`src/rtl/ee2w_pkg.sv`:
```
package ee2w_pkg;
    typedef enum logic [2:0] {
        ST_IDLE,
        ST_CTRL,
        ST_AHI,
        ST_ALO,
        ST_WDAT,
        ST_ACK,
        ST_TX,
        ST_TXACK
    } st_e;

    localparam int BYTE_W = 8;
endpackage

```
`src/rtl/ee2w_busmon.sv`:
```
module ee2w_busmon (
    input  logic clk,
    input  logic rst_n,
    input  logic scl_i,
    input  logic sda_i,
    output logic start_o,
    output logic stop_o,
    output logic rise_o,
    output logic fall_o
);
    logic scl_q, sda_q;

    always_ff @(posedge clk or negedge rst_n) begin
        if (!rst_n) begin
            scl_q <= 1'b1;
            sda_q <= 1'b1;
        end else begin
            scl_q <= scl_i;
            sda_q <= sda_i;
        end
    end

    always_comb begin
        start_o = scl_i & scl_q & sda_q & ~sda_i;
        stop_o  = scl_i & scl_q & ~sda_q & sda_i;
        rise_o  = scl_i & ~scl_q;
        fall_o  = ~scl_i & scl_q;
    end
endmodule

```
`src/rtl/ee2w_match.sv`:
```
module ee2w_match #(
    parameter logic [3:0] DEV_CODE = 4'b1010
) (
    input  logic [7:0] byte_i,
    input  logic [2:0] strap_i,
    input  logic       busy_i,
    output logic       hit_o,
    output logic       rd_o
);
    always_comb begin
        hit_o = (byte_i[7:4] == DEV_CODE) && (byte_i[3:1] == strap_i) && !busy_i;
        rd_o  = byte_i[0];
    end
endmodule

```
`src/rtl/ee2w_ptr_step.sv`:
```
module ee2w_ptr_step #(
    parameter int ADDR_W = 15,
    parameter int PAGE_W = 6
) (
    input  logic [ADDR_W-1:0] ptr_i,
    output logic [ADDR_W-1:0] seq_next_o,
    output logic [ADDR_W-1:0] page_next_o
);
    always_comb seq_next_o = ptr_i + 1'b1;

    generate
        if (PAGE_W >= ADDR_W) begin : g_whole
            always_comb page_next_o = ptr_i + 1'b1;
        end else begin : g_page
            always_comb page_next_o = {ptr_i[ADDR_W-1:PAGE_W], ptr_i[PAGE_W-1:0] + 1'b1};
        end
    endgenerate
endmodule

```
`src/rtl/ee2w_target.sv`:
```
module ee2w_target #(
    parameter int         ADDR_W   = 15,
    parameter int         PAGE_W   = 6,
    parameter logic [3:0] DEV_CODE = 4'b1010
) (
    input  logic              clk,
    input  logic              rst_n,
    input  logic              scl_i,
    input  logic              sda_i,
    input  logic [2:0]        strap_i,
    input  logic              wr_busy_i,
    input  logic [7:0]        mem_rdata_i,
    output logic              sda_pull_o,
    output logic [ADDR_W-1:0] mem_raddr_o,
    output logic              wbyte_valid_o,
    output logic [ADDR_W-1:0] wbyte_addr_o,
    output logic [7:0]        wbyte_data_o,
    output logic              commit_o
);
    import ee2w_pkg::*;

    localparam int HI_W = ADDR_W - BYTE_W;

    typedef struct packed {
        st_e               state;
        st_e               nxt;
        logic [3:0]        cnt;
        logic [7:0]        sh;
        logic [HI_W-1:0]   ahi;
        logic [ADDR_W-1:0] ptr;
        logic              pull;
        logic              mack;
        logic              wr_open;
        logic              wvalid;
        logic [ADDR_W-1:0] waddr;
        logic [7:0]        wdata;
        logic              commit;
    } regs_t;

    regs_t r_q, r_d;

    logic start_w, stop_w, rise_w, fall_w;
    logic hit_w, rd_w;
    logic [ADDR_W-1:0] seq_next_w, page_next_w;

    ee2w_busmon u_busmon (
        .clk     (clk),
        .rst_n   (rst_n),
        .scl_i   (scl_i),
        .sda_i   (sda_i),
        .start_o (start_w),
        .stop_o  (stop_w),
        .rise_o  (rise_w),
        .fall_o  (fall_w)
    );

    ee2w_match #(.DEV_CODE(DEV_CODE)) u_match (
        .byte_i  (r_q.sh),
        .strap_i (strap_i),
        .busy_i  (wr_busy_i),
        .hit_o   (hit_w),
        .rd_o    (rd_w)
    );

    ee2w_ptr_step #(.ADDR_W(ADDR_W), .PAGE_W(PAGE_W)) u_step (
        .ptr_i       (r_q.ptr),
        .seq_next_o  (seq_next_w),
        .page_next_o (page_next_w)
    );

    always_comb begin
        r_d        = r_q;
        r_d.wvalid = 1'b0;
        r_d.commit = 1'b0;
        if (stop_w) begin
            r_d.state   = ST_IDLE;
            r_d.pull    = 1'b0;
            r_d.cnt     = '0;
            r_d.commit  = r_q.wr_open;
            r_d.wr_open = 1'b0;
        end else if (start_w) begin
            r_d.state   = ST_CTRL;
            r_d.pull    = 1'b0;
            r_d.cnt     = '0;
            r_d.wr_open = 1'b0;
        end else begin
            case (r_q.state)
                ST_CTRL, ST_AHI, ST_ALO, ST_WDAT: begin
                    if (rise_w && r_q.cnt < 4'd8) begin
                        r_d.sh  = {r_q.sh[6:0], sda_i};
                        r_d.cnt = r_q.cnt + 4'd1;
                    end
                    if (fall_w && r_q.cnt == 4'd8) begin
                        r_d.cnt   = '0;
                        r_d.state = ST_ACK;
                        r_d.pull  = 1'b1;
                        case (r_q.state)
                            ST_CTRL: begin
                                if (hit_w) begin
                                    r_d.nxt = rd_w ? ST_TX : ST_AHI;
                                end else begin
                                    r_d.state = ST_IDLE;
                                    r_d.pull  = 1'b0;
                                end
                            end
                            ST_AHI: begin
                                r_d.ahi = r_q.sh[HI_W-1:0];
                                r_d.nxt = ST_ALO;
                            end
                            ST_ALO: begin
                                r_d.ptr = {r_q.ahi, r_q.sh};
                                r_d.nxt = ST_WDAT;
                            end
                            default: begin
                                r_d.wvalid  = 1'b1;
                                r_d.waddr   = r_q.ptr;
                                r_d.wdata   = r_q.sh;
                                r_d.ptr     = page_next_w;
                                r_d.wr_open = 1'b1;
                                r_d.nxt     = ST_WDAT;
                            end
                        endcase
                    end
                end
                ST_ACK: begin
                    if (fall_w) begin
                        r_d.pull  = 1'b0;
                        r_d.state = r_q.nxt;
                        r_d.cnt   = '0;
                        if (r_q.nxt == ST_TX) begin
                            r_d.sh   = mem_rdata_i;
                            r_d.pull = ~mem_rdata_i[7];
                            r_d.ptr  = seq_next_w;
                        end
                    end
                end
                ST_TX: begin
                    if (fall_w) begin
                        if (r_q.cnt == 4'd7) begin
                            r_d.pull  = 1'b0;
                            r_d.state = ST_TXACK;
                            r_d.cnt   = '0;
                        end else begin
                            r_d.sh   = {r_q.sh[6:0], 1'b0};
                            r_d.pull = ~r_q.sh[6];
                            r_d.cnt  = r_q.cnt + 4'd1;
                        end
                    end
                end
                ST_TXACK: begin
                    if (rise_w) r_d.mack = ~sda_i;
                    if (fall_w) begin
                        if (r_q.mack) begin
                            r_d.state = ST_TX;
                            r_d.cnt   = '0;
                            r_d.sh    = mem_rdata_i;
                            r_d.pull  = ~mem_rdata_i[7];
                            r_d.ptr   = seq_next_w;
                        end else begin
                            r_d.state = ST_IDLE;
                        end
                    end
                end
                default: ;
            endcase
        end
    end

    always_ff @(posedge clk or negedge rst_n) begin
        if (!rst_n) begin
            r_q <= '{state: ST_IDLE, nxt: ST_IDLE, default: '0};
        end else begin
            r_q <= r_d;
        end
    end

    assign sda_pull_o    = r_q.pull;
    assign mem_raddr_o   = r_q.ptr;
    assign wbyte_valid_o = r_q.wvalid;
    assign wbyte_addr_o  = r_q.waddr;
    assign wbyte_data_o  = r_q.wdata;
    assign commit_o      = r_q.commit;
endmodule

```
`config.mk`:
```
export PLATFORM = sky130hd
export DESIGN_NAME = ee2w_target
export DESIGN_NICKNAME = d
export VERILOG_FILES = /design/src/rtl/ee2w_pkg.sv /design/src/rtl/ee2w_busmon.sv /design/src/rtl/ee2w_match.sv /design/src/rtl/ee2w_ptr_step.sv /design/src/rtl/ee2w_target.sv
export SDC_FILE = /design/constraint.sdc
export NUM_CORES = 1
export LEC_CHECK = 0
export BUFFER_PORTS_ARGS = -buffer_cell sky130_fd_sc_hd__buf_2
export CAP_MARGIN = 0
export CORE_MARGIN = 10
export CORE_UTILIZATION = 35
export DETAILED_ROUTE_END_ITERATION = 10
export GPL_TIMING_DRIVEN = 0
export PLACE_DENSITY = 0.52
export SETUP_SLACK_MARGIN = 0.5
export SLEW_MARGIN = 20
export SYNTH_ARGS = -nofsm -noshare
export SYNTH_HDL_FRONTEND = slang
export SYNTH_SLANG_ARGS = --single-unit
```
`constraint.sdc`:
```
create_clock -name clk -period 1.9 [get_ports clk]
set_input_delay 0.285 -clock clk [delete_from_list [all_inputs] [get_ports clk]]
set_output_delay 0.285 -clock clk [all_outputs]
set_load 0.005 [all_outputs]
```
==> results list <==
* Status: complete, but fails checks
- Failing checks: setup timing
* Post-synth EDFFs: 0
* Post-route setup slack: -0.1450 ns
- RSZ-0062 raised after global routing: yes
* Flop2flop setup slack: -0.15 ns
- The first global-routing pass estimated between 15000 and 20000 um of wire.
- Number of buffers on the longest clock path: 2
* Cell taking the most area after synthesis: sky130_fd_sc_hd__dfrtp_1
- The repair_antennas step left the layout with diodes totalling 0.
- Clock Sinks: 70
- The worst path uses 107.6% of the clock period.
- By count the netlist is led by sky130_fd_sc_hd__dfrtp_1 (68), sky130_fd_sc_hd__nand2_1 (50), sky130_fd_sc_hd__buf_4 (43).
* Count of input and output buffers: 56
- Layout net count: 542
* Launching instance or port of the critical path: r_q[58]$_DFFE_PN0P_
- Post-synth design cell area: 4065 um^2
- Transition time at the pin with the least slew margin: 0.5714 ns
- Endpoint of the most critical setup path: wbyte_addr_o[12]$_DFFE_PN0P_
- The detail route stage leaves a number of antenna-violating nets equal to 0.
- Post-layout power: 5629 uW
- Clock tree synthesis inserted a total of 9 buffers.
* Maximum capacitance violations: 0
- Global placer's final weighted congestion: 0.8493
- In the routed design, unresolved DRC markers number 0.
* Launching point of the worst reg2reg path: r_q[58]$_DFFE_PN0P_
- VDD IR max: 0.7155 mV
- The worst pin sits at a relative slew slack of 61.73%.
- Fin. max-slew vios: 0
- Of all nets on the critical path, the largest fanout is 6.
- Clk root buf: sky130_fd_sc_hd__clkbuf_16
- Clock skew after layout: 0.005925 ns
* Yosys warns: 0
- For the worst-skew pair, the clock arrives at the later sink with an insertion delay of 0.33 ns.
- Setup-violating endpoint count in the final report: 40
- Sum Neg Setup Slack: -4.063 ns
- The total count of hold-check failures in the final report is 0.
* Average wire per cell in the routed design: about 19 um
- Synthesized area divided by synthesized cell count: slightly above 10 um^2
- The core region is between 10000 and 15000 um^2.
- Synthesis produced a netlist with a net count of about 420.
* Die Width: 127.8 um
- The clock tree synthesis step divided the H-tree into 3 levels.
* CP Launch Type: register
- From bottom edge to top edge, the die measures roughly 130 um.
- Number of global-route vias before repair: 3571
- The first routing iteration left roughly 250 violations.
* Vias after detailed routing: 3561
- Synthesis produced around 400 cells.
* Clk pin slew, worst setup/hold paths: around 0.060 ns
* Share of synthesized area occupied by flip-flops and latches: a little over two fifths
* Final min period: 2.045 ns
* Fraction of final layout cells sized beyond drive strength 1: between 50 and 60%
- Compared with the post-synthesis result, the final layout area differs by 49.18%.
- Vias per cell: 5.323
- Number of top-level pins: 57
- For the worst setup path, the data required time is 2.11 ns.
- Initial core utilization: between 30% and 40%
* Largest net degree at the start of global routing: 40
* Leakage dissipation: 0.002850 uW
- Final core utilization: 53.11%
* Overflow left after global routing: 0
- Number of iterations in the first detailed-routing pass: 4
* Crit path arrival time: 2.26 ns
- The synthesized design contains 70 register bits.
- Count of cells along the worst register-to-register path: 9
* Detailed-placement wirelength estimate: 7771 um
- TritonCTS built the clock tree.
- Die area: 16330 um^2
* Most frequent cell after synthesis: sky130_fd_sc_hd__dfrtp_1
- Dominant cells by area after synthesis: sky130_fd_sc_hd__dfrtp_1 (42%), sky130_fd_sc_hd__mux2_2 (8.6%), sky130_fd_sc_hd__buf_4 (7.9%), sky130_fd_sc_hd__nand2_1 (4.6%), sky130_fd_sc_hd__mux2_4 (3.0%)
- Dividing total power by cell area gives a power density of roughly 930 nW/um^2.
- Worst hold path cell count: 1
- Worst min path class: input port to register
* Routed wire length: around 12000 um
* End of the worst register-to-register path: wbyte_addr_o[12]$_DFFE_PN0P_
- Post-synthesis async set-or-reset flop share: 100.0%
- In this run the biggest area consumer among cell types represents about two fifths of the synthesized area.
* Path type of the worst setup path: register to register
* Site row count: 39
* Yosys cell types: 66
- The number of antenna violations at the first check in global routing is 0.
- Among all flip-flop cells after synthesis, the most frequent one is sky130_fd_sc_hd__dfrtp_1.
- Global routing used 14.55% of the available tracks across all layers.
- STA classifies the critical path endpoint as a register.
* Peak Freq: 0.4890 GHz
## area by class of cell
cell class                      instances  area [um^2]
Clock buffer                           13        260.3
Multi-Input combinational cell        264         2444
Buffer                                 54        459.2
Clock inverter                          1        30.03
Inverter                               10        40.04
Sequential cell                        70         1763
Tap cell                              143        178.9
Fill cell                            1014         5354
Timing Repair Buffer                  114        889.6
## how the worst min path moves through the flow
stage	endpoint	slack (ns)	start
floorplan	commit_o$_DFF_PN0_	-0.01	rst_n
global placement	u_busmon.sda_q$_DFF_PN1_	0.44	sda_i
detailed placement	wbyte_addr_o[13]$_DFFE_PN0P_	0.25	rst_n
CTS	u_busmon.sda_q$_DFF_PN1_	0.10	sda_i
global route	u_busmon.sda_q$_DFF_PN1_	0.12	sda_i
finish	u_busmon.scl_q$_DFF_PN1_	0.12	scl_i
## state kept, by name, indices dropped and copies added, names as in the netlist
signal,cells
commit_o,1
u_busmon.sda_q,1
wbyte_valid_o,1
r_q,27
mem_raddr_o,15
wbyte_addr_o,15
u_busmon.scl_q,1
wbyte_data_o,8
sda_pull_o,1
## worst max-delay path: stages, from the launching register on
cell and delay [ns]:
sky130_fd_sc_hd__dfrtp_1 0.40, sky130_fd_sc_hd__inv_2 0.10, sky130_fd_sc_hd__ha_4 0.13, sky130_fd_sc_hd__and4bb_4 0.29
sky130_fd_sc_hd__and2_4 0.19, sky130_fd_sc_hd__nand2_4 0.05, sky130_fd_sc_hd__nor3_4 0.11, sky130_fd_sc_hd__buf_6 0.19
sky130_fd_sc_hd__clkbuf_16 0.17, sky130_fd_sc_hd__mux2_4 0.29
## power breakdown
| part | switching [uW] | internal (uW) |
|---|---|---|
| logic | 864 | 1040 |
| registers | 352 | 1700 |
| clock network | 599 | 1070 |
| total | 1820 | 3810 |
## metal layers
| metal | up-vias | global-route usage, % | share of wire, % |
|---|---|---|---|
| met1 | 1768 | 17.92 | 44 |
| met3 | 27 | 3.763 | 4.9 |
| met5 | - | 0 | 0 |
| met4 | 0 | 4.967 | 2.7 |
| li1 | 1663 | - | - |
| met2 | 103 | 24.11 | 49 |
## through the flow
| stage | hold WS, ns | cell area [um^2] | std cells | setup slack, ns |
|---|---|---|---|---|
| after floorplan | -0.01059 | 4210 | 398 | -0.09614 |
| after global placement | 0.4411 | 4669 | 597 | -0.3976 |
| after detailed placement | 0.2545 | 4692 | 598 | -0.4054 |
| after CTS | 0.1030 | 5683 | 656 | -0.1147 |
| after global routing | 0.1155 | 6065 | 669 | -0.1824 |
| final | 0.1212 | 6065 | 669 | -0.1450 |
## what timing repair did
| action | in CTS | in global routing |
|---|---|---|
| setup buffers | 41 | 12 |
| endpoints found under the hold margin | 31 | 0 |
| gates cloned | 2 | 1 |
| hold buffers | 1 | 0 |
| pin swaps | 14 | 12 |
| resized for setup | 85 | 61 |
| setup endpoints to repair | 67 | 68 |
## cells by family (layout without fill, tap and decap cells)
group / Yosys count / in the layout / share of synthesized area [%]
AO/OA/AOI/OAI: 90 / 90 / 16.13
flip-flops: 70 / 70 / 43.15
XOR/XNOR: 4 / 4 / 0.8620
buffers and inverters: 64 / 192 / 10.68
multiplexers: 41 / 41 / 12.03
AND/OR/NAND/NOR: 126 / 126 / 16.22
adder cells (fa/ha/maj): 3 / 3 / 0.9235
## cells in the final DEF, fill, tap and decap left out, types with 8 or more instances in the layout
| master | Yosys | routed |
|---|---|---|
| sky130_fd_sc_hd__mux2_4 | 8 | 38 |
| sky130_fd_sc_hd__buf_4 | 43 | 70 |
| sky130_fd_sc_hd__o21ai_1 | 6 | 10 |
| sky130_fd_sc_hd__nand2_1 | 50 | 46 |
| sky130_fd_sc_hd__buf_6 | 4 | 28 |
| sky130_fd_sc_hd__a22o_1 | 9 | 9 |
| sky130_fd_sc_hd__clkbuf_16 | 0 | 10 |
| sky130_fd_sc_hd__nor2_1 | 17 | 11 |
| sky130_fd_sc_hd__dfrtp_1 | 68 | 61 |
| sky130_fd_sc_hd__buf_2 | 2 | 55 |
| sky130_fd_sc_hd__a21oi_1 | 16 | 8 |
Power figures use the tool's default switching activity.
